[config.mk]
export PLATFORM = sky130hd
export DESIGN_NAME = bsc_crc_acc
export DESIGN_NICKNAME = d
export VERILOG_FILES = /design/src/rtl/bsc_crc_pkg.sv /design/src/rtl/bsc_crc_ctl.sv /design/src/rtl/bsc_crc_dp.sv /design/src/rtl/bsc_crc_acc.sv
export SDC_FILE = /design/constraint.sdc
export NUM_CORES = 1
export LEC_CHECK = 0
export ABC_CLOCK_PERIOD_IN_PS = 4110
export BUFFER_PORTS_ARGS = -buffer_cell sky130_fd_sc_hd__buf_2
export CAP_MARGIN = 30
export CORE_ASPECT_RATIO = 0.6
export CORE_MARGIN = 4
export CORE_UTILIZATION = 45
export CTS_BUF_LIST = sky130_fd_sc_hd__clkbuf_4 sky130_fd_sc_hd__clkbuf_8
export CTS_CLUSTER_SIZE = 8
export DETAILED_ROUTE_END_ITERATION = 7
export RECOVER_POWER = 50
export SLEW_MARGIN = 20
export SYNTH_ARGS = -nofsm -noshare
export SYNTH_HDL_FRONTEND = slang
export SYNTH_SLANG_ARGS = --single-unit
[constraint.sdc]
create_clock -name clk -period 4.11 [get_ports clk]
set_input_delay 0.411 -clock clk [delete_from_list [all_inputs] [get_ports clk]]
set_output_delay 0.411 -clock clk [all_outputs]
set_load 0.05 [all_outputs]
[src/rtl/bsc_crc_pkg.sv]
package bsc_crc_pkg;
  localparam int CHAR_W = 8;

  localparam logic [CHAR_W-1:0] CH_SYN = 8'h32;
  localparam logic [CHAR_W-1:0] CH_DLE = 8'h10;
  localparam logic [CHAR_W-1:0] CH_SOH = 8'h01;
  localparam logic [CHAR_W-1:0] CH_STX = 8'h02;
  localparam logic [CHAR_W-1:0] CH_ETB = 8'h26;
  localparam logic [CHAR_W-1:0] CH_ETX = 8'h03;
  localparam logic [CHAR_W-1:0] CH_ITB = 8'h1F;

  typedef enum logic [1:0] {
    ST_IDLE  = 2'd0,
    ST_ACCUM = 2'd1,
    ST_CHECK = 2'd2
  } accState_t;

  // strobes from control to datapath
  typedef struct packed {
    logic clr;      // load zero into the remainder
    logic accByte;  // fold inByte into the remainder
    logic accDle;   // fold a DLE in before inByte
    logic capChk;   // shift in a received check character
    logic cmpDo;    // last check character: compare
  } dpStrobe_t;
endpackage

[src/rtl/bsc_crc_ctl.sv]
module bsc_crc_ctl
  import bsc_crc_pkg::*;
#(
  parameter int NUM_CHK = 2
) (
  input  logic              clk,
  input  logic              rstN,
  input  logic              inValid,
  input  logic [CHAR_W-1:0] inByte,
  input  logic              transparent,
  output dpStrobe_t         stb,
  output logic              checkNow
);
  localparam int CNT_W = (NUM_CHK > 1) ? $clog2(NUM_CHK) : 1;
  localparam logic [CNT_W-1:0] CNT_LAST = CNT_W'(NUM_CHK - 1);

  accState_t       state, stateN;
  logic [CNT_W-1:0] chkCnt, chkCntN;
  logic            dlePend, dlePendN;   // escape seen
  logic            hdrOk, hdrOkN;       // DLE STX may fold its DLE
  logic            endItb, endItbN;     // resume after check
  logic            endHit, endIsItb;

  logic isSyn, isDle, isStx, isSoh, isItb, isEnd;
  assign isSyn = (inByte == CH_SYN);
  assign isDle = (inByte == CH_DLE);
  assign isStx = (inByte == CH_STX);
  assign isSoh = (inByte == CH_SOH);
  assign isItb = (inByte == CH_ITB);
  assign isEnd = (inByte == CH_ETB) || (inByte == CH_ETX);

  always_comb begin
    stb      = '0;
    stateN   = state;
    chkCntN  = chkCnt;
    dlePendN = dlePend;
    hdrOkN   = hdrOk;
    endItbN  = endItb;
    endHit   = 1'b0;
    endIsItb = 1'b0;
    if (inValid) begin
      unique case (state)
        ST_IDLE: begin
          // only a start character opens a block
          if (isSoh || isStx) begin
            stb.clr  = 1'b1;
            stateN   = ST_ACCUM;
            hdrOkN   = isSoh;
            dlePendN = 1'b0;
          end
        end
        ST_ACCUM: begin
          dlePendN = 1'b0;
          if (isSyn) begin
            // skipped; a pending escape is consumed (DLE SYN)
          end else if (transparent && !dlePend) begin
            if (isDle) dlePendN = 1'b1;     // escape not folded
            else       stb.accByte = 1'b1;  // bare controls are data
          end else if (transparent) begin
            stb.accByte = 1'b1;
            if (isStx) begin
              stb.accDle = hdrOk;
              hdrOkN     = 1'b0;
            end else if (isItb) begin
              endHit = 1'b1; endIsItb = 1'b1;
            end else if (isEnd) begin
              endHit = 1'b1;
            end
          end else begin
            stb.accByte = 1'b1;             // DLE and STX are data here
            if (isStx) hdrOkN = 1'b0;
            if (isItb) begin
              endHit = 1'b1; endIsItb = 1'b1;
            end else if (isEnd) begin
              endHit = 1'b1;
            end
          end
          if (endHit) begin
            stateN   = ST_CHECK;
            chkCntN  = '0;
            endItbN  = endIsItb;
            dlePendN = 1'b0;
          end
        end
        ST_CHECK: begin
          // check characters are taken raw
          if (chkCnt == CNT_LAST) begin
            stb.cmpDo = 1'b1;
            if (endItb) begin
              stb.clr = 1'b1;               // clear and resume
              stateN  = ST_ACCUM;
              hdrOkN  = 1'b1;
            end else begin
              stateN  = ST_IDLE;            // stop
            end
          end else begin
            stb.capChk = 1'b1;
            chkCntN    = chkCnt + 1'b1;
          end
        end
        default: stateN = ST_IDLE;
      endcase
    end
  end

  always_ff @(posedge clk) begin
    if (!rstN) begin
      state    <= ST_IDLE;
      chkCnt   <= '0;
      dlePend  <= 1'b0;
      hdrOk    <= 1'b0;
      endItb   <= 1'b0;
      checkNow <= 1'b0;
    end else begin
      state    <= stateN;
      chkCnt   <= chkCntN;
      dlePend  <= dlePendN;
      hdrOk    <= hdrOkN;
      endItb   <= endItbN;
      checkNow <= endHit;
    end
  end

  AST_CLR_ACC_EXCL: assert property (@(posedge clk) disable iff (!rstN)
    !(stb.clr && stb.accByte));
  AST_CHK_NO_ACC: assert property (@(posedge clk) disable iff (!rstN)
    (state == ST_CHECK) |-> !stb.accByte);
endmodule

[src/rtl/bsc_crc_dp.sv]
module bsc_crc_dp
  import bsc_crc_pkg::*;
#(
  parameter int              CRC_W = 16,
  parameter logic [CRC_W-1:0] POLY = 16'h8005
) (
  input  logic              clk,
  input  logic              rstN,
  input  logic [CHAR_W-1:0] inByte,
  input  dpStrobe_t         stb,
  output logic [CRC_W-1:0]  crcOut,
  output logic              cmpValid,
  output logic              cmpMatch
);
  localparam int KEEP_W = CRC_W - CHAR_W;

  // one character, bit 0 first, MSB-tap register
  function automatic logic [CRC_W-1:0] foldChar(input logic [CRC_W-1:0] r,
                                                input logic [CHAR_W-1:0] c);
    logic [CRC_W-1:0] v;
    logic fb;
    v = r;
    for (int i = 0; i < CHAR_W; i++) begin
      fb = c[i] ^ v[CRC_W-1];
      v  = {v[CRC_W-2:0], 1'b0} ^ (fb ? POLY : '0);
    end
    return v;
  endfunction

  // bit 0 of a check character is the higher remainder bit
  function automatic logic [CHAR_W-1:0] flipChar(input logic [CHAR_W-1:0] c);
    logic [CHAR_W-1:0] f;
    for (int i = 0; i < CHAR_W; i++) f[i] = c[CHAR_W-1-i];
    return f;
  endfunction

  logic [CRC_W-1:0] crcReg, crcN, preDle;
  logic [CRC_W-1:0] chkShift, chkFull;

  assign preDle  = stb.accDle ? foldChar(crcReg, CH_DLE) : crcReg;
  assign chkFull = {chkShift[KEEP_W-1:0], flipChar(inByte)};

  always_comb begin
    crcN = crcReg;
    if (stb.clr)          crcN = '0;
    else if (stb.accByte) crcN = foldChar(preDle, inByte);
  end

  always_ff @(posedge clk) begin
    if (!rstN) begin
      crcReg   <= '0;
      chkShift <= '0;
      cmpValid <= 1'b0;
      cmpMatch <= 1'b0;
    end else begin
      crcReg   <= crcN;
      if (stb.capChk) chkShift <= chkFull;
      cmpValid <= stb.cmpDo;
      cmpMatch <= stb.cmpDo && (chkFull == crcReg);
    end
  end

  assign crcOut = crcReg;

  AST_DLE_WITH_CHAR: assert property (@(posedge clk) disable iff (!rstN)
    stb.accDle |-> stb.accByte);
endmodule

[src/rtl/bsc_crc_acc.sv]
module bsc_crc_acc
  import bsc_crc_pkg::*;
#(
  parameter int              CRC_W = 16,
  parameter logic [CRC_W-1:0] POLY = 16'h8005
) (
  input  logic              clk,
  input  logic              rstN,
  input  logic              inValid,
  input  logic [7:0]        inByte,
  input  logic              transparent,
  output logic [CRC_W-1:0]  crcOut,
  output logic              checkNow,
  output logic              cmpValid,
  output logic              cmpMatch
);
  localparam int NUM_CHK = CRC_W / CHAR_W;

  dpStrobe_t stb;

  bsc_crc_ctl #(.NUM_CHK(NUM_CHK)) u_ctl (
    .clk(clk), .rstN(rstN), .inValid(inValid), .inByte(inByte),
    .transparent(transparent), .stb(stb), .checkNow(checkNow)
  );

  bsc_crc_dp #(.CRC_W(CRC_W), .POLY(POLY)) u_dp (
    .clk(clk), .rstN(rstN), .inByte(inByte), .stb(stb),
    .crcOut(crcOut), .cmpValid(cmpValid), .cmpMatch(cmpMatch)
  );

  AST_SYN_HOLDS: assert property (@(posedge clk) disable iff (!rstN)
    (inValid && inByte == CH_SYN && !stb.capChk && !stb.cmpDo) |=> $stable(crcOut));
  AST_CHECK_PULSE: assert property (@(posedge clk) disable iff (!rstN)
    checkNow |=> !checkNow);
  AST_NO_EARLY_CMP: assert property (@(posedge clk) disable iff (!rstN)
    checkNow |-> !cmpValid);
  AST_MATCH_QUAL: assert property (@(posedge clk) disable iff (!rstN)
    cmpMatch |-> cmpValid);
  AST_CHK_EXCLUDED: assert property (@(posedge clk) disable iff (!rstN)
    stb.capChk |=> $stable(crcOut));
endmodule

==> flow_metrics.tcl <==
set metrics [dict create \
    post_cts_buffers 0 \
    yosysSeqAreaShare_pct 26.47 \
    floorplan.rows 20 \
    met2_length_um 2555 \
    swShare_pct 29.85 \
    ys_ff_latch 33 \
    post_cts_resized 0 \
    ys_warn_count 0 \
    powerDensity_nw_per_um2 253.2 \
    via_per_inst 5.701 \
    clock-sinks 33 \
    synthDistinctLibCells 47 \
    reg2reg_from "u_ctl.state[1]$_SDFFE_PN0P_" \
    top_layer_used "met4" \
    grt_pass1_wl_um 11040 \
    tightest_slew_ns 0.7764 \
    fp.dieArea_sq_um 6842 \
    num_vias 2252 \
    hpwl_um 5213 \
    drc 0 \
    fin_nets 344 \
    wl_met1_um 3638 \
    layout-drive-gt1-share_pct 10.94 \
    drt_iter0_drc 225 \
    area_delta_synth_final_pct 8.972 \
    cts_root_buf "clkbuf_8" \
    ys_async_sr_fraction_pct 0 \
    finalSetupTns_ns 0 \
    htreeDepth 2 \
    rsz0062_at_grt "no" \
    p_comb_share_pct 16.1 \
    setup-violations-final 0 \
    grtUsageTotal_pct 20.92 \
    whs_path_depth 3 \
    r2r_slack_ns 0.58 \
    syn_nets 326 \
    grt_pass1_vias 1981 \
    worstSetupPathType "register to register" \
    fill_cells 512 \
    cp_data_required_time_ns 4.30 \
    wl_per_cell_um 17.24 \
    holdWs_ns 0.4019 \
    clockBufferDepth 2 \
    slew-limit-headroom_pct 46.90 \
    regArea_sq_um 660.6 \
    ys.flop_type "dfxtp_1" \
    holdBufCountCts 0 \
    finalWirelength_um 6808 \
    outcome "finished, final reports clean" \
    fin_skew_ns 0.005914 \
    port_buffers 30 \
    arrival_ns 3.72 \
    place_ws_ns 0.6323 \
    placed_cells 387 \
    period_minus_slack_ns 3.526 \
    ir_drop_v 0.00009910 \
    startpoint_type "register" \
    slew_viol_final 0 \
    clockPowerShare_pct 37.2 \
    netlist_area_sq_um 2496 \
    clk-insertion-delay-late_ns 0.29 \
    die_w_um 104.2 \
    antenna_found_initial 0 \
    gp_congestion 0.9077 \
    maxCapViolations 0 \
    antennaDiodeCount 0 \
    ant_nets 0 \
    core_area_sq_um 5205 \
    r2r_cells 10 \
    final_hold_viol_count 0 \
    route.met3.wl_um 575 \
    multi_input_area_sq_um 1669 \
    critPathCaptureType "register" \
    worst_slack_ns 0.5842 \
    intPower_uw 483.1 \
    hold_class "input pin to register" \
    synth_area_per_cell_sq_um 8.052 \
    path_max_fanout 10 \
    cts_tree "yes" \
    start_util_pct 47.96 \
    hold_end "u_ctl.state[1]$_SDFFE_PN0P_" \
    fmax_mhz 283.6 \
    clk_pin_slew_ns 0.08 \
    period_share_pct 85.79 \
    reg2reg_to "u_dp.crcOut[15]$_SDFFE_PP0P_" \
    ioPinCount 31 \
    p_sw_uw 205.5 \
    grt_overflow_total 0 \
    final_cells 395 \
    die_h_um 65.69 \
    synthCells 310 \
    dr.pass1.iters 5 \
    p_leak_uw 0.0009455 \
    grt_max_degree 21 \
    synth-edff-count 0 \
    numCtsBuffers 5 \
    worstHoldStart "rstN" \
    p_seq_share_pct 46.7 \
]
==> synth_stat cells (8+ instances only) <==
library cell   n  area (sq um)
nand3_1        8         40.04
xnor2_1       33         289.0
xor2_1         9         78.83
nor2b_1       11         68.82
dfxtp_1       33         660.6
nor2_1        31         116.4
a21oi_1       24         120.1
o21ai_0        9         45.04
a211oi_1       8         60.06
clkbuf_1      11         41.29
nand2_1       34         127.6
inv_1         12         45.04
==> flip-flops by register name (all words and copies together) (netlist names) <==
signal and cells:
u_ctl.dlePend 1, u_dp.chkShift 8, u_ctl.chkCnt 1, u_ctl.hdrOk 1
u_dp.crcOut 16, u_ctl.checkNow 1, u_dp.cmpMatch 1, u_ctl.state 2
u_dp.cmpValid 1, u_ctl.endItb 1
==> logic make-up (layout without fill, tap and decap cells) <==
kind of cell             Yosys count  count (layout)  synth area share (%)
buffers and inverters             37              56                 6.666
AO/OA/AOI/OAI                     69              69                 20.50
adder cells (fa/ha/maj)            4               4                 2.005
multiplexers                       2               2                0.8020
flip-flops                        33              33                 26.47
XOR/XNOR                          49              49                 20.40
AND/OR/NAND/NOR                  116             116                 23.16
==> power by group through the flow <==
stage               Combinational, uW  Clock [uW]  Sequential (uW)
floorplan                        82.5           0              331
global placement                  107           0              329
detailed placement                108           0              329
CTS                               109         260              322
global route                      119         277              322
finish                            111         256              322
==> layout make-up <==
class | count | area share, %
Multi-Input combinational cell | 240 | 61.36
Sequential cell | 33 | 24.29
Timing Repair Buffer | 36 | 6.302
Tap cell | 66 | 3.036
Clock buffer | 5 | 2.530
Inverter | 12 | 1.656
Clock inverter | 3 | 0.8280
==> placed cells by master (no fill, tap or decap), types with 9 or more instances in the layout <==
| master | n |
|---|---|
| xnor2_1 | 33 |
| a21oi_1 | 24 |
| nand2_1 | 34 |
| xor2_1 | 9 |
| o21ai_0 | 9 |
| nor2_1 | 31 |
| inv_1 | 12 |
| buf_2 | 11 |
| clkbuf_1 | 19 |
| nor2b_1 | 11 |
| dfxtp_1 | 33 |
==> critical path, stage by stage, from the launching register on <==
cell and delay (ns):
dfxtp_1 0.34, inv_1 0.08, ha_1 0.30, and4_1 0.44, and4_1 0.54, mux2i_1 0.28
xor2_1 0.40, xnor3_2 0.40, xnor2_2 0.22, o221ai_2 0.13, a2111oi_2 0.29
==> worst max-delay path by stage <==
stage          cells after the start  slack, ns                           end                   startpoint
5_1_grt                           10       0.38  u_dp.crcOut[15]$_SDFFE_PP0P_  u_ctl.state[1]$_SDFFE_PN0P_
2_1_floorplan                      9       1.02  u_dp.crcOut[15]$_SDFFE_PP0P_  u_dp.crcOut[9]$_SDFFE_PP0P_
6_report                          10       0.58  u_dp.crcOut[15]$_SDFFE_PP0P_  u_ctl.state[1]$_SDFFE_PN0P_
3_5_place_dp                       9       0.63  u_dp.crcOut[15]$_SDFFE_PP0P_                    inByte[1]
4_1_cts                           10       0.65  u_dp.crcOut[15]$_SDFFE_PP0P_  u_ctl.state[1]$_SDFFE_PN0P_
3_3_place_gp                       9       0.79  u_dp.crcOut[15]$_SDFFE_PP0P_                    inByte[1]
==> metal layers <==
metal | vias up | global-route usage (%)
li1 | 1113 | -
met1 | 1046 | 32.89
met2 | 89 | 27.43
met3 | 4 | 5.397
met4 | 0 | 4.975
met5 | - | 0
==> metrics by stage <==
| stage | total power, uW | instance area (sq um) | utilization (%) |
|---|---|---|---|
| floorplan | 413.4 | 2496 | - |
| global placement | 436.6 | 2653 | 50.96 |
| detailed placement | 437.3 | 2653 | 50.96 |
| CTS | 691.5 | 2744 | 52.72 |
| global route | 718.0 | 2720 | 52.26 |
| finish | 688.6 | 2720 | 52.26 |
No activity file was read; power rests on OpenSTA's default activity.
